### config.mk
export PLATFORM = sky130hd
export DESIGN_NAME = serdma_req_decode
export DESIGN_NICKNAME = d
export VERILOG_FILES = /design/src/rtl/serdma_pkg.sv /design/src/rtl/serdma_ctrl.sv /design/src/rtl/serdma_dpath.sv /design/src/rtl/serdma_req_decode.sv
export SDC_FILE = /design/constraint.sdc
export NUM_CORES = 1
export LEC_CHECK = 0
export BUFFER_PORTS_ARGS = -buffer_cell sky130_fd_sc_hd__buf_2
export CAP_MARGIN = 20
export CORE_UTILIZATION = 53
export DETAILED_ROUTE_END_ITERATION = 12
export HOLD_SLACK_MARGIN = 0.05
export PLACE_DENSITY = 0.91
export SKIP_LAST_GASP = 1
export SLEW_MARGIN = 10
export SYNTH_ARGS = -nofsm -noshare
export SYNTH_HDL_FRONTEND = slang
export SYNTH_SLANG_ARGS = --single-unit
### constraint.sdc
create_clock -name clk -period 1.7 [get_ports clk]
set_clock_uncertainty 0.15 [all_clocks]
set_input_delay 0.255 -clock clk [delete_from_list [all_inputs] [get_ports clk]]
set_output_delay 0.255 -clock clk [all_outputs]
set_load 0.03 [all_outputs]
### src/rtl/serdma_pkg.sv
package serdma_pkg;

  typedef enum logic [2:0] {
    S_IDLE,
    S_CHAN,
    S_ACT,
    S_GAP,
    S_HOLD
  } decState_t;

  // strobes from the framing control to the datapath
  typedef struct packed {
    logic shiftIn;  // current sample is a channel-number bit
    logic commit;   // current sample is the activity bit
  } decStrobe_t;

endpackage

### src/rtl/serdma_ctrl.sv
module serdma_ctrl
  import serdma_pkg::*;
#(
  parameter int CHAN_BITS = 3
) (
  input  logic       clk,
  input  logic       rst,
  input  logic       lineN,
  output decStrobe_t strobe,
  output logic       frameErr
);

  localparam int CW = (CHAN_BITS > 1) ? $clog2(CHAN_BITS) : 1;

  decState_t       state;
  logic [CW-1:0]   bitCnt;

  always_ff @(posedge clk) begin
    if (rst) begin
      state    <= S_IDLE;
      bitCnt   <= '0;
      frameErr <= 1'b0;
    end else begin
      frameErr <= (state == S_GAP) && !lineN;
      case (state)
        S_IDLE: if (!lineN) begin
          state  <= S_CHAN;
          bitCnt <= CW'(CHAN_BITS - 1);
        end
        S_CHAN: begin
          if (bitCnt == '0) state <= S_ACT;
          else              bitCnt <= bitCnt - 1'b1;
        end
        S_ACT:  state <= S_GAP;
        S_GAP:  state <= lineN ? S_IDLE : S_HOLD;
        S_HOLD: if (lineN) state <= S_IDLE;
        default: state <= S_IDLE;
      endcase
    end
  end

  always_comb begin
    strobe.shiftIn = (state == S_CHAN);
    strobe.commit  = (state == S_ACT);
  end

  // a start bit seen while idle opens the channel field
  p_start_r1: assert property (@(posedge clk) disable iff (rst)
    (state == S_IDLE && !lineN) |=> (state == S_CHAN));

  // the error flag never lasts two cycles
  p_err_single_r8: assert property (@(posedge clk) disable iff (rst)
    frameErr |=> !frameErr);

  // a low line after a broken gap keeps the decoder out of framing
  p_hold_r8: assert property (@(posedge clk) disable iff (rst)
    (state == S_HOLD && !lineN) |=> (state == S_HOLD && !strobe.commit));

  // a one-clock high gap is enough to accept the next start bit
  p_gap_ok_r9: assert property (@(posedge clk) disable iff (rst)
    (state == S_GAP && lineN) |=> (state == S_IDLE && !frameErr));

endmodule

### src/rtl/serdma_dpath.sv
module serdma_dpath
  import serdma_pkg::*;
#(
  parameter int CHAN_BITS = 3,
  parameter int BM_CHAN   = 4,
  parameter int WIDE_FROM = 5
) (
  input  logic                    clk,
  input  logic                    rst,
  input  logic                    lineN,
  input  decStrobe_t              strobe,
  input  logic [(1<<CHAN_BITS)-1:0] ack,
  output logic [(1<<CHAN_BITS)-1:0] pendOut,
  output logic                    bmReq,
  output logic                    wide
);

  localparam int NCH = 1 << CHAN_BITS;

  logic [CHAN_BITS-1:0] chanSh;
  logic [NCH-1:0]       pend;
  logic                 hitBm;

  assign hitBm = (chanSh == CHAN_BITS'(BM_CHAN));

  always_ff @(posedge clk) begin
    if (rst) begin
      chanSh <= '0;
    end else if (strobe.shiftIn) begin
      chanSh <= CHAN_BITS'({chanSh, lineN});
    end
  end

  always_ff @(posedge clk) begin
    if (rst) begin
      wide <= 1'b0;
    end else if (strobe.commit && lineN && !hitBm) begin
      wide <= (chanSh >= CHAN_BITS'(WIDE_FROM));
    end
  end

  for (genvar n = 0; n < NCH; n++) begin : g_chan
    logic hitN;
    assign hitN = strobe.commit && (chanSh == CHAN_BITS'(n));

    always_ff @(posedge clk) begin
      if (rst)         pend[n] <= 1'b0;
      else if (hitN)   pend[n] <= lineN;
      else if (ack[n]) pend[n] <= 1'b0;
    end

    if (n == BM_CHAN) begin : g_bm
      assign pendOut[n] = 1'b0;
    end else begin : g_dma
      assign pendOut[n] = pend[n];
    end

    p_set_r2: assert property (@(posedge clk) disable iff (rst)
      (strobe.commit && lineN && chanSh == CHAN_BITS'(n)) |=> pend[n]);

    p_clear_r3: assert property (@(posedge clk) disable iff (rst)
      (strobe.commit && !lineN && chanSh == CHAN_BITS'(n)) |=> !pend[n]);

    p_ack_r6: assert property (@(posedge clk) disable iff (rst)
      (ack[n] && !(strobe.commit && chanSh == CHAN_BITS'(n))) |=> !pend[n]);

    p_keep_r4: assert property (@(posedge clk) disable iff (rst)
      (!(strobe.commit && chanSh == CHAN_BITS'(n)) && !ack[n]) |=> $stable(pend[n]));
  end

  assign bmReq = pend[BM_CHAN];

  // width flag only follows active DMA-channel messages
  p_wide_hold_r7: assert property (@(posedge clk) disable iff (rst)
    !(strobe.commit && lineN) |=> $stable(wide));

endmodule

### src/rtl/serdma_req_decode.sv
module serdma_req_decode
  import serdma_pkg::*;
#(
  parameter int NUM_LINES = 2,
  parameter int CHAN_BITS = 3,
  parameter int BM_CHAN   = 4,
  parameter int WIDE_FROM = 5
) (
  input  logic                                clk,
  input  logic                                rst,
  input  logic [NUM_LINES-1:0]                reqLineN,
  input  logic [NUM_LINES*(1<<CHAN_BITS)-1:0] svcAck,
  output logic [NUM_LINES*(1<<CHAN_BITS)-1:0] pendVec,
  output logic [NUM_LINES-1:0]                busMasterReq,
  output logic [NUM_LINES-1:0]                wideXfer,
  output logic [NUM_LINES-1:0]                frameErr
);

  localparam int NCH = 1 << CHAN_BITS;

  for (genvar l = 0; l < NUM_LINES; l++) begin : g_line
    decStrobe_t lineStrobe;

    serdma_ctrl #(
      .CHAN_BITS(CHAN_BITS)
    ) u_ctrl (
      .clk      (clk),
      .rst      (rst),
      .lineN    (reqLineN[l]),
      .strobe   (lineStrobe),
      .frameErr (frameErr[l])
    );

    serdma_dpath #(
      .CHAN_BITS(CHAN_BITS),
      .BM_CHAN  (BM_CHAN),
      .WIDE_FROM(WIDE_FROM)
    ) u_dpath (
      .clk     (clk),
      .rst     (rst),
      .lineN   (reqLineN[l]),
      .strobe  (lineStrobe),
      .ack     (svcAck[l*NCH +: NCH]),
      .pendOut (pendVec[l*NCH +: NCH]),
      .bmReq   (busMasterReq[l]),
      .wide    (wideXfer[l])
    );
  end

endmodule

==> results of run 1 <==
## cell usage after synthesis (all sizes together)
library cell and instances:
or2 2, conb 1, nor3b 4, nand3b 16
nand3 4, nand2 17, nor3 2, nor4 1
ha 2, o21a 1, nor2 15, mux2i 23
inv 7, a21oi 2, a311oi 2, buf 14
nand2b 5, a22oi 1, nor4b 2, a211oi 3
o221a 2, clkbuf 4, and4bb 2, a211o 2
nor2b 7, or3b 1, and3 1, nand4 2
dfxtp 36, nand4bb 2, o22ai 2
## cells by family after synthesis
logic type               after synthesis  share of synthesized area [%]
AO/OA/AOI/OAI                         15                          6.834
buffers and inverters                 25                          8.507
flip-flops                            36                          40.17
other                                  1                         0.2090
adder cells (fa/ha/maj)                2                          1.394
multiplexers                          23                          12.83
AND/OR/NAND/NOR                       83                          30.06
## stage by stage
| step | setup slack, ns | hold slack [ns] | total power, mW |
|---|---|---|---|
| 2_1_floorplan | 0.3258 | 0.1818 | 1.142 |
| 3_3_place_gp | 0.2644 | 0.3289 | 1.183 |
| 3_5_place_dp | 0.1462 | 0.3283 | 1.195 |
| 4_1_cts | 0.1339 | 0.1642 | 2.124 |
| 5_1_grt | 0.04200 | 0.1731 | 2.202 |
| 6_report | 0.1208 | 0.1674 | 2.130 |
## power by group through the flow
stage	Sequential [mW]	Clock (mW)	Combinational (mW)
2_1_floorplan	0.913	0	0.229
3_3_place_gp	0.940	0	0.243
3_5_place_dp	0.941	0	0.254
4_1_cts	0.923	0.912	0.289
5_1_grt	0.931	0.950	0.321
6_report	0.924	0.912	0.294
## per-layer routing
layer,vias up,GRT usage [%],wire [µm]
met4,0,10.30,55
li1,736,-,-
met3,5,5.195,165
met2,48,41.29,1897
met1,712,27.75,1634
met5,-,0,0
## critical path: stages (launching register included)
cell and delay, ns:
dfxtp_1 0.35, inv_1 0.06, ha_1 0.24, a211oi_2 0.32
a21oi_1 0.12, a311oi_1 0.25
## sequential cells by signal, indices dropped and copies added (netlist names)
signal	cells
g_line.u_ctrl.bitCnt	4
g_line.u_ctrl.state	6
g_line.u_ctrl.frameErr	2
g_line.u_dpath.chanSh	6
g_line.u_dpath.wide	2
g_line.u_dpath.pendOut	14
g_line.u_dpath.bmReq	2
## final timing paths
check	slack, ns	cells after the start	from	to
max reg2reg	0.12	5	g_line[1].u_ctrl.bitCnt[0]	g_line[1].u_ctrl.bitCnt[1]
min reg2reg	0.35	2	g_line[0].u_dpath.pendOut[2]	g_line[0].u_dpath.pendOut[2]
min	0.17	3	rst	g_line[1].u_dpath.wide
max	0.12	5	g_line[1].u_ctrl.bitCnt[0]	g_line[1].u_ctrl.bitCnt[1]
## area by class of cell
type | count | area share (%)
repair buffers | 60 | 17.67
flip-flops and latches | 36 | 32.00
clock inverters | 3 | 4.000
inverters | 7 | 1.167
well taps | 44 | 2.444
multi-input cells | 125 | 41.06
clock buffers | 5 | 1.667
==> impl_metrics.tcl, run 1 <==
set metrics [dict create \
    grt_start_max_net_pins 21 \
    final_cells 280 \
    gr-total-overflow 0 \
    ctsResizeCount 0 \
    n_antenna_cell 0 \
    detail_route.wl_per_cell_um 13.40 \
    path_clk_slew_ns 0.12 \
    place_inst 254 \
    grt_use_total_pct 23.77 \
    portBuffers 39 \
    gp_congestion 0.7775 \
    p_leak_nw 1.031 \
    layout-drive-gt1-share_pct 24.15 \
    setup_viol 0 \
    dieWidth_um 60.19 \
    ys_types 37 \
    postPlaceCellArea_um2 1944 \
    synth-seq-area-share_pct 40.17 \
    rsz0062_at_grt "no" \
    areaGrowthSynthToFinish_pct 25.52 \
    synth_top_area_share_pct 40.17 \
    synthTopCellsByArea "dfxtp_1 40%, mux2i_1 13%, nand3b_1 6.7%" \
    antenna_found_initial 0 \
    grt_pass1_wl_mm 6.258 \
    boundaryPins 42 \
    cts-root-buf "clkbuf_4" \
    cp.required_ns 1.81 \
    syn_inst 185 \
    wirelength_mm 3.751 \
    h-tree-depth 2 \
    p_comb_share_pct 13.8 \
    crit_path_start_kind "flop" \
    period_needed_ns 1.579 \
    seqPwrFrac_pct 43.4 \
    drtPass1Iterations 4 \
    cp_data_arrival_time_ns 1.69 \
    cts_inserted_buffers 5 \
    fin_area_um2 2252 \
    dpl.hpwl_mm 2.218 \
    cap_violations 0 \
    post-route-util_pct 72.00 \
    fillers 216 \
    start_util_pct 57.36 \
    dieArea_um2 3622 \
    worst-path-max-fanout 3 \
    critical_path_class "reg -> reg" \
    end_kind "flop" \
    num_vias 1501 \
    power.density_nw_per_um2 945.8 \
    drt-initial-drc-count 44 \
    drc 0 \
    core_um2 3128 \
    peakVddDrop_uv 635.5 \
    clock_latency_ns 0.34 \
    die_h_um 60.19 \
    fin_tns_setup_ns 0 \
    post-route-period-util_pct 92.89 \
    fmax_ghz 0.6332 \
    regArea_um2 720.7 \
    pwr-share-clk_pct 42.8 \
    holdCritPathClass "in -> reg" \
    switching_share_pct 23.33 \
    outcome "complete, no violations" \
    layout_common_cells "39 x buf_2, 36 x dfxtp_1, 23 x mux2i_1" \
    final_common_cell "buf_2" \
    num_rows 20 \
    clock_sinks 36 \
    drtAntennaViolNets 0 \
    cts_hold_buf 18 \
    drv_slew 0 \
    clockBufferDepth 2 \
    netlist_area_um2 1794 \
    cts_setup_buffers 0 \
    tritoncts "built" \
    ys_seq_elements 36 \
    nNetsFinal 257 \
    yosys_warnings 0 \
    grt_pass1_vias 1449 \
    finalHoldViolCount 0 \
    p_int_mw 1.633 \
    switchingPower_uw 496.9 \
    via_per_inst 5.361 \
    multi_input_area_um2 924.6 \
    yosys.area.top_type "dfxtp_1" \
    post_synth.cell_area_avg_um2 9.698 \
]
Note: power is estimated with default switching activity, not from simulation.
==> run 2, diff against run 1 <==
--- a/config.mk
+++ b/config.mk
@@ -7,10 +7,10 @@
 export LEC_CHECK = 0
 export BUFFER_PORTS_ARGS = -buffer_cell sky130_fd_sc_hd__buf_2
 export CAP_MARGIN = 20
-export CORE_UTILIZATION = 53
+export CORE_UTILIZATION = 57
 export DETAILED_ROUTE_END_ITERATION = 12
 export HOLD_SLACK_MARGIN = 0.05
-export PLACE_DENSITY = 0.91
+export PLACE_DENSITY = 0.81
 export SKIP_LAST_GASP = 1
 export SLEW_MARGIN = 10
 export SYNTH_ARGS = -nofsm -noshare
==> constraint.sdc (replaced) <==
create_clock -name clk -period 1.85 [get_ports clk]
set_clock_uncertainty 0.15 [all_clocks]
set_input_delay 0.2775 -clock clk [delete_from_list [all_inputs] [get_ports clk]]
set_output_delay 0.2775 -clock clk [all_outputs]
set_load 0.03 [all_outputs]
==> run 2 against run 1 <==
  * Highest routed layer unchanged
  * Setup slack better by 0.20 ns
  * Via count down 5.0%
  * Sequential share of layout area up 0.95 points
  * Critical path type unchanged
==> impl_metrics.tcl, run 2 (same netlist as run 1, synthesis figures left out) <==
set metrics [dict create \
    end_kind "flop" \
    path_cells "inv_1 > ha_1 > a211oi_2 > a21oi_1 > a311oi_1" \
    path_clk_slew_ns 0.13 \
    rrSetupSlack_ns 0.32 \
    start_util_pct 62.37 \
    gp_congestion 0.7753 \
    areaGrowthSynthToFinish_pct 21.90 \
    period_needed_ns 1.532 \
    cp_data_arrival_time_ns 1.65 \
    fin_tns_setup_ns 0 \
    final_common_cell "buf_2" \
    dieWidth_um 58.11 \
    dpl.hpwl_mm 2.265 \
    grt_pass1_vias 1325 \
    drtAntennaViolNets 0 \
    grt_start_max_net_pins 21 \
    detail_route.wl_per_cell_um 13.22 \
    power.density_nw_per_um2 770.0 \
    p_leak_nw 0.9966 \
    max_stage_delay_ns 0.35 \
    post-route-period-util_pct 82.80 \
    fmax_ghz 0.6529 \
    drt-initial-drc-count 39 \
    tritoncts "built" \
    grt_pass1_wl_mm 6.030 \
    clockBufferDepth 2 \
    rsz0062_at_grt "no" \
    grt_use_total_pct 23.91 \
    drtPass1Iterations 4 \
    largest_register_ffs 14 \
    cts-root-buf "clkbuf_4" \
    peakVddDrop_uv 506.8 \
    cp.required_ns 1.97 \
    clock_sinks 36 \
    outcome "complete, no violations" \
    drc 0 \
    cap_violations 0 \
    slowest_stage "dfxtp_1" \
    via_per_inst 5.167 \
    die_h_um 58.11 \
    wirelength_mm 3.649 \
    clock_latency_ns 0.36 \
    worst-path-max-fanout 3 \
    cts_inserted_buffers 5 \
    layout_common_cells "39 x buf_2, 36 x dfxtp_1, 23 x mux2i_1" \
    finalHoldViolCount 0 \
    place_inst 250 \
    n_antenna_cell 0 \
    boundaryPins 42 \
    final_cells 276 \
    setup_viol 0 \
    portBuffers 39 \
    num_vias 1426 \
    reg2regPathDepth 5 \
    h-tree-depth 2 \
    num_rows 19 \
    gr-total-overflow 0 \
    nNetsFinal 255 \
    drv_slew 0 \
    antenna_found_initial 0 \
    core_um2 2877 \
    critical_path_class "reg -> reg" \
    hold-path-cell-count 3 \
    holdCritPathClass "in -> reg" \
    ctsResizeCount 0 \
    dieArea_um2 3376 \
    layout-drive-gt1-share_pct 23.50 \
    crit_path_start_kind "flop" \
]
[run 2: worst max-delay path: cells and delay by family (launching register included)]
family / cells / cell delay [ns]
DFF: 1 / 0.35
AOI/OAI and AO/OA: 3 / 0.65
buffers and inverters: 1 / 0.06
adders and majority gates: 1 / 0.23
[run 2: what timing repair did]
action	4_1_cts	5_1_grt
setup buffers	0	0
hold buffers	18	0
endpoints found under the hold margin	19	0
[run 2: metrics by stage]
stage	hold slack, ns	setup slack, ns	util, %	area [µm²]	total power, mW
floorplan	0.2043	0.4758	-	1798	1.050
global placement	0.3242	0.4159	66.99	1927	1.080
detailed placement	0.3239	0.3319	66.99	1927	1.091
CTS	0.1770	0.3047	76.03	2187	1.680
global route	0.2148	0.2048	76.03	2187	1.747
finish	0.1837	0.3183	76.03	2187	1.684
[run 2: cell type report]
class                      count  area (µm²)
multi-input combinational    125       924.6
sequential                    36       720.7
timing repair buffer          58       382.9
clock inverter                 3       42.54
tap                           42       52.55
clock buffer                   5       37.54
fill                         197       689.4
inverter                       7       26.28
[run 2: path summary, 6_finish.rpt]
check / to / from
worst max-delay path: g_line[1].u_ctrl.bitCnt[1] / g_line[1].u_ctrl.bitCnt[0]
worst min-delay path: g_line[1].u_dpath.chanSh[1] / rst
worst max register to register: g_line[1].u_ctrl.bitCnt[1] / g_line[1].u_ctrl.bitCnt[0]
worst min register to register: g_line[0].u_dpath.pendOut[5] / g_line[0].u_dpath.pendOut[5]
[run 2: report_power, final]
part	switching (mW)	total [mW]	internal [mW]
registers	0.0467	0.851	0.804
clock network	0.297	0.579	0.282
logic	0.119	0.255	0.136
total	0.463	1.68	1.22
[run 2: per-layer routing]
metal	vias to the layer above	wire, µm	GRT usage (%)
met5	-	0	0
met2	35	1696	38.92
li1	734	-	-
met4	0	99	10.88
met3	10	166	7.143
met1	647	1685	29.09
